<file path="config.mk">
export PLATFORM = sky130hd
export DESIGN_NAME = fir_booth
export DESIGN_NICKNAME = d
export VERILOG_FILES = /design/src/rtl/fir_booth.sv
export SDC_FILE = /design/constraint.sdc
export NUM_CORES = 1
export LEC_CHECK = 0
export BUFFER_PORTS_ARGS = -buffer_cell sky130_fd_sc_hd__buf_4
export CELL_PAD_IN_SITES_DETAIL_PLACEMENT = 2
export CELL_PAD_IN_SITES_GLOBAL_PLACEMENT = 2
export CORE_MARGIN = 2
export CORE_UTILIZATION = 44
export CTS_CLUSTER_DIAMETER = 120
export DETAILED_ROUTE_END_ITERATION = 10
export PLACE_DENSITY = 0.94
export SKIP_CTS_REPAIR_TIMING = 1
export SLEW_MARGIN = 10
export SYNTH_ARGS = -nofsm -noshare
export SYNTH_HDL_FRONTEND = slang
export SYNTH_SLANG_ARGS = --single-unit
export TNS_END_PERCENT = 5
</file>
<file path="constraint.sdc">
create_clock -name clk -period 13 [get_ports clk]
set_clock_uncertainty 0.2 [all_clocks]
set_input_delay 1.3 -clock clk [delete_from_list [all_inputs] [get_ports clk]]
set_output_delay 1.3 -clock clk [all_outputs]
set_load 0.05 [all_outputs]
</file>
<file path="src/rtl/fir_booth.sv">
module fir_booth #(
  parameter int N = 8,
  parameter int M = 8,
  parameter int K = 4
) (
  input  logic                                      clk,
  input  logic                                      rst_n,
  input  logic                                      in_valid,
  input  logic signed [N-1:0]                       in_sample,
  input  logic                                      coef_we,
  input  logic [((K > 1) ? $clog2(K) : 1)-1:0]      coef_idx,
  input  logic signed [M-1:0]                       coef_val,
  output logic                                      out_valid,
  output logic [N+M+((K > 1) ? $clog2(K) : 0)-1:0]  out_sum
);
  localparam int D  = (M + 1) / 2;
  localparam int W  = N + M + ((K > 1) ? $clog2(K) : 0);
  localparam int IW = (K > 1) ? $clog2(K) : 1;
  localparam int CW = 2 * D + 1;
  localparam int HL = (K > 1) ? K - 1 : 1;

  logic [D-1:0][2:0]   dig  [K];
  logic signed [N-1:0] hist [HL];
  logic signed [N-1:0] xs   [K];
  logic [W-1:0]        prod [K];
  logic [W-1:0]        acc;

  function automatic logic [D-1:0][2:0] recode(input logic signed [M-1:0] c);
    logic signed [M:0]    s;
    logic [CW-1:0]        e;
    logic [D-1:0][2:0]    d;
    s = {c, 1'b0};
    e = CW'(s);
    for (int j = 0; j < D; j++) begin
      d[j][0] = e[2*j] ^ e[2*j+1];
      d[j][1] = (e[2*j+2] & ~e[2*j+1] & ~e[2*j]) | (~e[2*j+2] & e[2*j+1] & e[2*j]);
      d[j][2] = e[2*j+2];
    end
    return d;
  endfunction

  function automatic logic [W-1:0] tap_mult(input logic signed [N-1:0] x,
                                            input logic [D-1:0][2:0] dg);
    logic [W-1:0]        r [D];
    logic [W-1:0]        t [D];
    logic signed [W-1:0] xw, sel;
    int n, m;
    xw = W'(x);
    for (int j = 0; j < D; j++) begin
      sel  = dg[j][0] ? xw : (dg[j][1] ? (xw <<< 1) : '0);
      r[j] = (dg[j][2] ? -sel : sel) << (2 * j);
      t[j] = '0;
    end
    n = D;
    for (int lvl = 0; lvl < D; lvl++) begin
      if (n > 2) begin
        m = 0;
        for (int i = 0; i < D; i++) begin
          if (i % 3 == 0 && i + 2 < n) begin
            t[m]   = r[i] ^ r[i+1] ^ r[i+2];
            t[m+1] = ((r[i] & r[i+1]) | (r[i] & r[i+2]) | (r[i+1] & r[i+2])) << 1;
            m      = m + 2;
          end else if (i >= (n / 3) * 3 && i < n) begin
            t[m] = r[i];
            m    = m + 1;
          end
        end
        r = t;
        n = m;
      end
    end
    return r[0] + ((n > 1) ? r[1] : '0);
  endfunction

  assign xs[0] = in_sample;
  for (genvar k = 1; k < K; k++) begin : g_tap
    assign xs[k] = hist[k-1];
  end
  for (genvar k = 0; k < K; k++) begin : g_mul
    assign prod[k] = tap_mult(xs[k], dig[k]);
  end

  always_comb begin
    acc = '0;
    for (int k = 0; k < K; k++) acc = acc + prod[k];
  end

  always_ff @(posedge clk) begin
    if (!rst_n) begin
      out_valid <= 1'b0;
      out_sum   <= '0;
      for (int k = 0; k < K; k++) dig[k] <= '0;
      for (int k = 0; k < HL; k++) hist[k] <= '0;
    end else begin
      out_valid <= in_valid;
      if (in_valid) begin
        out_sum <= acc;
        hist[0] <= in_sample;
        for (int k = 1; k < HL; k++) hist[k] <= hist[k-1];
      end
      for (int k = 0; k < K; k++)
        if (coef_we && coef_idx == IW'(k)) dig[k] <= recode(coef_val);
    end
  end
endmodule

</file>
==> results of run 1 <==
kinds of logic (layout without fill, tap and decap cells):
logic type,Yosys count,after routing
other,0,1
buffers and inverters,322,261
flip-flops,91,91
XOR/XNOR,117,117
AO/OA/AOI/OAI,451,451
adder cells (fa/ha/maj),242,242
multiplexers,35,35
AND/OR/NAND/NOR,544,544
placed cells by master (no fill, tap or decap), types with 5 or more instances in the layout:
master and count:
inv_1 196, fa_1 180, nand2_1 170, nor2_1 165
a21oi_1 106, o21ai_0 106, xnor2_1 84, edfxtp_1 72
a22oi_1 62, ha_1 62, nor2b_1 49, buf_4 47
and3_1 41, xor2_1 30, and2_1 28, o22ai_1 24
nand2b_1 23, mux2i_1 22, dfxtp_1 19, o211ai_1 16
nand3_1 16, nor3_1 15, a32oi_1 14, a22o_1 14
mux2_2 13, or2_2 13, a211oi_1 13, a21o_1 13
o21a_1 10, o221ai_1 10, a31oi_1 9, clkbuf_16 9
or3_1 8, a221o_1 6, o21bai_1 6, a21boi_0 5
o31ai_1 5, a221oi_1 5
through the flow:
stage / instance area [µm²] / setup slack, ns / util, % / std cells / hold slack, ns
5_1_grt: 15800 / 3.27 / 47.1 / 2189 / 0.333
2_1_floorplan: 15100 / 5.19 / - / 1802 / 0.461
3_5_place_dp: 15500 / 4.16 / 46.1 / 2173 / 0.257
4_1_cts: 15800 / 3.75 / 47.1 / 2189 / 0.313
6_report: 15800 / 3.40 / 47.1 / 2190 / 0.311
3_3_place_gp: 15500 / 4.58 / 46.1 / 2173 / 0.244
sequential cells by signal (all words and copies together) (netlist names):
signal	cells
dig	48
hist	24
out_sum	18
out_valid	1
final cells by class:
| class | count | area [µm²] | area share [%] |
|---|---|---|---|
| multi-input cells | 1389 | 11300 | 71.5 |
| flip-flops and latches | 91 | 2540 | 16.1 |
| inverters | 198 | 743 | 4.70 |
| well taps | 448 | 561 | 3.54 |
| repair buffers | 47 | 353 | 2.23 |
| clock buffers | 9 | 225 | 1.42 |
| clock inverters | 7 | 82.6 | 0.522 |
| diodes | 1 | 2.50 | 0.0158 |
worst paths after layout:
path / slack [ns] / depth (start not counted) / endpoint
worst min register to register: 0.31 / 1 / out_sum[5]
worst min-delay path: 0.31 / 1 / out_sum[5]
worst max-delay path: 3.40 / 23 / out_sum[17]
worst max register to register: 3.40 / 23 / out_sum[17]
per-layer routing:
| metal | wire length (µm) | GRT usage (%) |
|---|---|---|
| met2 | 36200 | 71.4 |
| met4 | 6900 | 32.7 |
| met5 | 0 | 0 |
| met1 | 27400 | 50.7 |
| met3 | 6930 | 10.5 |
==> out/metrics.csv, run 1 <==
stage,metric,value,unit
run_status,status,finished clean,
floorplan,die_h,189,µm
yosys,synthAdderAreaFrac,29.0,%
clock_tree,clk_latency_worst_skew_pair,0.39,ns
timing,number_of_failing_setup_endpoints_in_the_final_timing_report,0,
yosys,synth_most_common_cell,inv_1,
detailed_routing,drcViolationCount,0,
yosys,yosysSeqAreaShare,16.8,%
detailed_routing,routed_via_density,6.84,
clock_tree,cts_tree,done,
detailed_routing,detailedRoute.firstPassIterationCount,6,
setup_path,crit_buf_inv,3,
placed_design,dp_hpwl,54800,µm
setup_path,path_class,reg2reg,
clock_tree,clock_tree.root_cell,clkbuf_16,
global_routing,grt_usage,44.0,%
timing,total_count_of_max_transition_violations_in_the_final_report,0,
layout,drive_above_1_share,5.57,%
clock_tree,clock_pin_slew_of_the_registers_on_the_worst_case_setup_and_hold_paths,0.08,ns
floorplan,core_region_area,33600,µm²
placed_design,place_congestion,0.983,
yosys,syn_inst,1802,
setup_path,critical_path.top_delay_family,adder cells,
layout,nets_final,2000,
detailed_routing,vias,15000,
yosys,syn_nets,2066,
clock_tree,ctsLongestPathBuffers,2,
global_routing,via_count_of_the_first_global_routing_pass,16400,
yosys,synth.top_cells.by_count,"inv_1 (197), fa_1 (180), nand2_1 (170), nor2_1 (165)",
yosys,synth_area_leaders,"fa_1 (24%), edfxtp_1 (14%), ha_1 (5.1%)",
global_routing,first_pass_grt_wire_length,114000,µm
yosys,postSynth.topFlopCell,edfxtp_1,
global_routing,grt_overflow,0,
global_routing,antenna_found_initial,2,
setup_path,crit_path_max_fanout,20,
worst_hold_path,min_from,out_sum[5],
floorplan,num_io_pins,41,
yosys,simple_logic_cell_fraction_of_the_synthesized_area,17.0,%
flow_run,maxCapViolations,0,
detailed_routing,initialDrtViolationCount,1823,
setup_path,critPathArrivalTime,9.64,ns
yosys,synth_seq_cells,91,
detailed_routing,antenna_violating_nets_post_route,0,
setup_path,critical-path-top-cell-by-count,fa_1,
timing,finalHoldViolCount,0,
clock_tree,cts_made_buffers,9,
clock_tree,ctsHtreeMaxLevel,3,
yosys,synth_xor_area_share,7.06,%
setup_path,start_kind,flop,
worst_hold_path,hp-class,reg2reg,
timing,totalNegativeSetupSlack,0,ns
detailed_routing,routed_wire_length_per_instance,35.3,µm
yosys,synth_enable_flop_cells,72,
setup_path,rr_startpoint,hist[0][12],
global_routing,grt_max_degree,42,
yosys,yosys_warning_count,0,
yosys,synth.top_cell.area_share,23.9,%
yosys,synth.distinct_cells,66,
floorplan,die-area,35800,µm²
setup_path,crit_slowest_cell,fa_1,
yosys,netlist.top_cell.by_area,fa_1,
floorplan,initial_utilization,44.9,%
setup_path,worstPathCellList,"or2_2, o21ai_0, o21ai_0, o21ai_0, xor2_1, fa_1, inv_1, fa_1, fa_1, fa_1, fa_1, inv_1, fa_1, inv_1, ha_1, o21a_1, o21a_1, nand3_1, o21ai_0, nor4_1, o41ai_1, xnor2_1, o21ai_1",
yosys,async_flop_share,0,%
timing,clock.fmax,104,MHz
yosys,synth_top_family_by_area,adder cells,
yosys,post_synth_mux_area_share,2.43,%
timing,layout_min_cycle_time,9.60,ns
floorplan,die_width,189,µm
timing,fin_crit_sh,73.9,%
setup_path,critical_path.endpoint_type,flop,
timing,actual_transition_at_the_worst_max_transition_pin,1.26,ns
detailed_routing,totalWireLength,77400,µm
setup_path,crit_path_start,hist[0][12],
layout,area_delta_synth_final,4.85,%
yosys,synth_compound_gate_area_share,19.5,%
yosys,syn-cell-area,15100,µm²
placed_design,port_buffers,40,
setup_path,crit_required,13.04,ns
clock_tree,cts_sinks,91,
timing,grt_setup_unrepaired,false,
yosys,synth.avg_cell_area,8.37,µm²
layout,final.fill_count,3657,
setup_path,crit_path_max_incr_delay,0.93,ns
floorplan,row_count,67,
timing,worst_slew_margin_rel,15.5,%
Power of run 1 is left out: the tool's default activity adds up to more than one toggle a clock period on the data nets, which glitch-free logic cannot reach.
==> run 2: changes to the inputs <==
--- a/config.mk
+++ b/config.mk
@@ -5,14 +5,15 @@
 export SDC_FILE = /design/constraint.sdc
 export NUM_CORES = 1
 export LEC_CHECK = 0
+export ABC_AREA = 1
 export BUFFER_PORTS_ARGS = -buffer_cell sky130_fd_sc_hd__buf_4
 export CELL_PAD_IN_SITES_DETAIL_PLACEMENT = 2
 export CELL_PAD_IN_SITES_GLOBAL_PLACEMENT = 2
 export CORE_MARGIN = 2
-export CORE_UTILIZATION = 44
+export CORE_UTILIZATION = 39
 export CTS_CLUSTER_DIAMETER = 120
 export DETAILED_ROUTE_END_ITERATION = 10
-export PLACE_DENSITY = 0.94
+export PLACE_DENSITY = 0.88
 export SKIP_CTS_REPAIR_TIMING = 1
 export SLEW_MARGIN = 10
 export SYNTH_ARGS = -nofsm -noshare
==> constraint.sdc (replaced) <==
create_clock -name clk -period 8.9 [get_ports clk]
set_clock_uncertainty 0.2 [all_clocks]
set_input_delay 0.89 -clock clk [delete_from_list [all_inputs] [get_ports clk]]
set_output_delay 0.89 -clock clk [all_outputs]
set_load 0.05 [all_outputs]
==> run 2 against run 1 <==
Effect of this change:
- register-to-register slack lost 2.6 ns
- flip-flop and latch count is the same
- routed wire length decreased by 27%
- hold slack got worse by 0.052 ns
- count of clock-buffer cells in the layout rose by 1
- synthesized area fell by 5.3%
- critical path depth grew 9
- global-route usage shrank 13 points
- die area grew 6.7%
- non-clock buffer count fell by 3
- synthesized cell count grew 5.0%
==> out/metrics.csv, run 2 <==
stage,metric,value,unit,change
yosys,async_flop_share,0,%,unchanged
layout,layout.cells.most_common_list,"inv_1 (403), nand2_1 (398), nor2_1 (190)",,"was inv_1 (196), fa_1 (180), nand2_1 (170)"
yosys,synth_most_common_cell,inv_1,,unchanged
global_routing,grt_util_met3,4.09,%,was 10.5%
detailed_routing,totalWireLength,56500,µm,"was 77,400 µm"
placed_design,placement.cell_area,15000,µm²,"was 15,500 µm²"
layout,area_delta_synth_final,6.79,%,was 4.85%
clock_tree,clock_tree.root_cell,clkbuf_16,,unchanged
setup_path,crit_buf_inv,3,,unchanged
floorplan,core_region_area,36300,µm²,"was 33,600 µm²"
setup_path,critical_path.endpoint_type,flop,,unchanged
worst_hold_path,hp-class,reg2reg,,unchanged
yosys,syn_inst,1892,,"was 1,802"
setup_path,critPathArrivalTime,8.20,ns,was 9.64 ns
yosys,synth_enable_flop_cells,72,,unchanged
yosys,yosysSeqAreaShare,17.8,%,was 16.8%
detailed_routing,routed_wire_length_per_instance,23.7,µm,was 35.3 µm
detailed_routing,detailedRoute.firstPassIterationCount,5,,was 6
layout,layout_commonest_cell,inv_1,,unchanged
floorplan,die_h,195,µm,was 189 µm
layout,postLayoutCellArea,15300,µm²,"was 15,800 µm²"
yosys,synth.top_cells.by_count,"inv_1 (403), nand2_1 (398), nor2_1 (190), fa_1 (180), nand3_1 (78)",,"was inv_1 (197), fa_1 (180), nand2_1 (170), nor2_1 (165)"
global_routing,first_pass_grt_wire_length,86500,µm,"was 114,000 µm"
layout,nets_final,2175,,"was 2,000"
global_routing,global_route.usage.met2,53.8,%,was 71.4%
run_status,status,finished clean,,unchanged
timing,clock.fmax,123,MHz,was 104 MHz
timing,worst_slew_margin_rel,26.2,%,was 15.5%
placed_design,port_buffers,40,,unchanged
floorplan,initial_utilization,39.3,%,was 44.9%
timing,fin_crit_sh,91.3,%,was 73.9%
yosys,yosys_warning_count,0,,unchanged
timing,grt_setup_unrepaired,false,,unchanged
yosys,synth_seq_cells,91,,unchanged
global_routing,grt_usage,30.6,%,was 44.0%
layout,ff_latch_area,2540,µm²,unchanged
detailed_routing,antenna_violating_nets_post_route,0,,unchanged
timing,number_of_failing_setup_endpoints_in_the_final_timing_report,0,,unchanged
yosys,syn_nets,2156,,"was 2,066"
clock_tree,clock_pin_slew_of_the_registers_on_the_worst_case_setup_and_hold_paths,0.07,ns,was 0.08 ns
global_routing,grt_overflow,0,,unchanged
setup_path,crit_required,8.97,ns,was 13.04 ns
global_routing,via_count_of_the_first_global_routing_pass,14500,,"was 16,400"
layout,utilization,42.0,%,was 47.1%
layout,drive_above_1_share,7.25,%,was 5.57%
global_routing,met1_usage_grt,37.2,%,was 50.7%
setup_path,critical-path-top-cell-by-count,nand2_1,,was fa_1
clock_tree,clk_latency_worst_skew_pair,0.38,ns,was 0.39 ns
yosys,postSynth.topFlopCell,edfxtp_1,,unchanged
timing,actual_transition_at_the_worst_max_transition_pin,1.10,ns,was 1.26 ns
clock_tree,ctsLongestPathBuffers,2,,unchanged
detailed_routing,initialDrtViolationCount,662,,"was 1,823"
setup_path,crit_path_max_fanout,10,,was 20
timing,totalNegativeSetupSlack,0,ns,unchanged
setup_path,start_kind,flop,,unchanged
layout,reg_top3,"dig x48, hist x24, out_sum x18",,unchanged
layout,multiInputGateArea,9920,µm²,"was 11,300 µm²"
clock_tree,cts_made_buffers,9,,unchanged
timing,finalHoldViolCount,0,,unchanged
floorplan,die_width,195,µm,was 189 µm
floorplan,num_io_pins,41,,unchanged
setup_path,crit_slowest_cell,fa_1,,unchanged
layout,largest_register_ff_count,48,,unchanged
yosys,synth.avg_cell_area,7.55,µm²,was 8.37 µm²
detailed_routing,vias,12700,,"was 15,000"
placed_design,placed_cells,2368,,"was 2,173"
yosys,syn-cell-area,14300,µm²,"was 15,100 µm²"
clock_tree,cts_sinks,91,,unchanged
global_routing,top_usage_layer,met2,,unchanged
detailed_routing,drcViolationCount,0,,unchanged
floorplan,row_count,70,,was 67
setup_path,crit_path_max_incr_delay,0.61,ns,was 0.93 ns
detailed_routing,routed_via_density,5.31,,was 6.84
yosys,synth.distinct_cells,58,,was 66
yosys,synth_area_leaders,"fa_1 (25%), edfxtp_1 (15%), inv_1 (11%)",,"was fa_1 (24%), edfxtp_1 (14%), ha_1 (5.1%)"
global_routing,antenna_found_initial,3,,was 2
global_routing,grt_max_degree,31,,was 42
floorplan,die-area,38200,µm²,"was 35,800 µm²"
layout,final.fill_count,4285,,"was 3,657"
timing,layout_min_cycle_time,8.13,ns,was 9.60 ns
clock_tree,ctsHtreeMaxLevel,3,,unchanged
setup_path,path_class,reg2reg,,unchanged
placed_design,place_congestion,0.962,,was 0.983
layout,top_register,dig,,unchanged
flow_run,maxCapViolations,0,,unchanged
setup_path,critical_path.top_delay_family,adder cells,,unchanged
yosys,synth.top_cell.area_share,25.2,%,was 23.9%
timing,total_count_of_max_transition_violations_in_the_final_report,0,,unchanged
clock_tree,cts_tree,done,,unchanged
yosys,netlist.top_cell.by_area,fa_1,,unchanged
placed_design,dp_hpwl,49900,µm,"was 54,800 µm"
layout,final-instance-count-excl-fill,2385,,"was 2,190"
==> run 2: changes by cell type after synthesis, sizes merged, moves of 23 or more <==
cell    previous run  this run
a22oi             62         6
and2              28         3
xor2              30        73
nor2b             49         0
xnor2             84        31
a21oi            106        45
nand2            170       422
and3              41         1
clkbuf           106        16
inv              197       421
nor2             165       206
nand3             16        82
nand2b            23         0
==> run 2: layout make-up <==
cell class              count  share of cell area, %
multi-input cells        1342                   65.0
flip-flops and latches     91                   16.7
inverters                 423                   10.4
well taps                 468                   3.84
repair buffers             44                   2.17
clock buffers              10                   1.50
clock inverters             6                  0.320
diodes                      1                 0.0164
==> run 2: layer usage <==
layer | up-vias | share of wire (%)
met5 | - | 0
met2 | 296 | 49
li1 | 5850 | -
met3 | 103 | 3.8
met4 | 0 | 5.0
met1 | 6414 | 42
==> run 2: tightest hold or removal path, stage by stage, from the launching register on <==
cell,delay (ns)
dfxtp_1,0.31
nand2_1,0.06
nand2_1,0.04
==> run 2: cells by family (layout without fill, tap and decap cells) <==
logic type,after synthesis,count (layout),share of synthesized area [%]
flops,91,91,17.8
compound gates,234,234,9.72
other cells,0,1,0
buf+inv,459,483,12.7
simple gates,762,762,22.7
xor+xnor,104,104,6.38
fa+ha+maj,242,242,30.7
==> run 2: final timing paths <==
| check | start | to | slack, ns | cells past startpoint |
|---|---|---|---|---|
| setup / recovery | dig[2][0] | out_sum[17] | 0.77 | 32 |
| hold / removal | out_sum[11] | out_sum[11] | 0.26 | 2 |
| hold reg to reg | out_sum[11] | out_sum[11] | 0.26 | 2 |
| setup reg to reg | dig[2][0] | out_sum[17] | 0.77 | 32 |
==> run 2: metrics by stage <==
stage	setup slack (ns)	hold WS (ns)
2_1_floorplan	1.59	0.457
3_5_place_dp	0.546	0.249
6_report	0.770	0.259
3_3_place_gp	0.902	0.246
5_1_grt	0.235	0.291
4_1_cts	0.809	0.262
Power of run 2 is left out for the same reason.
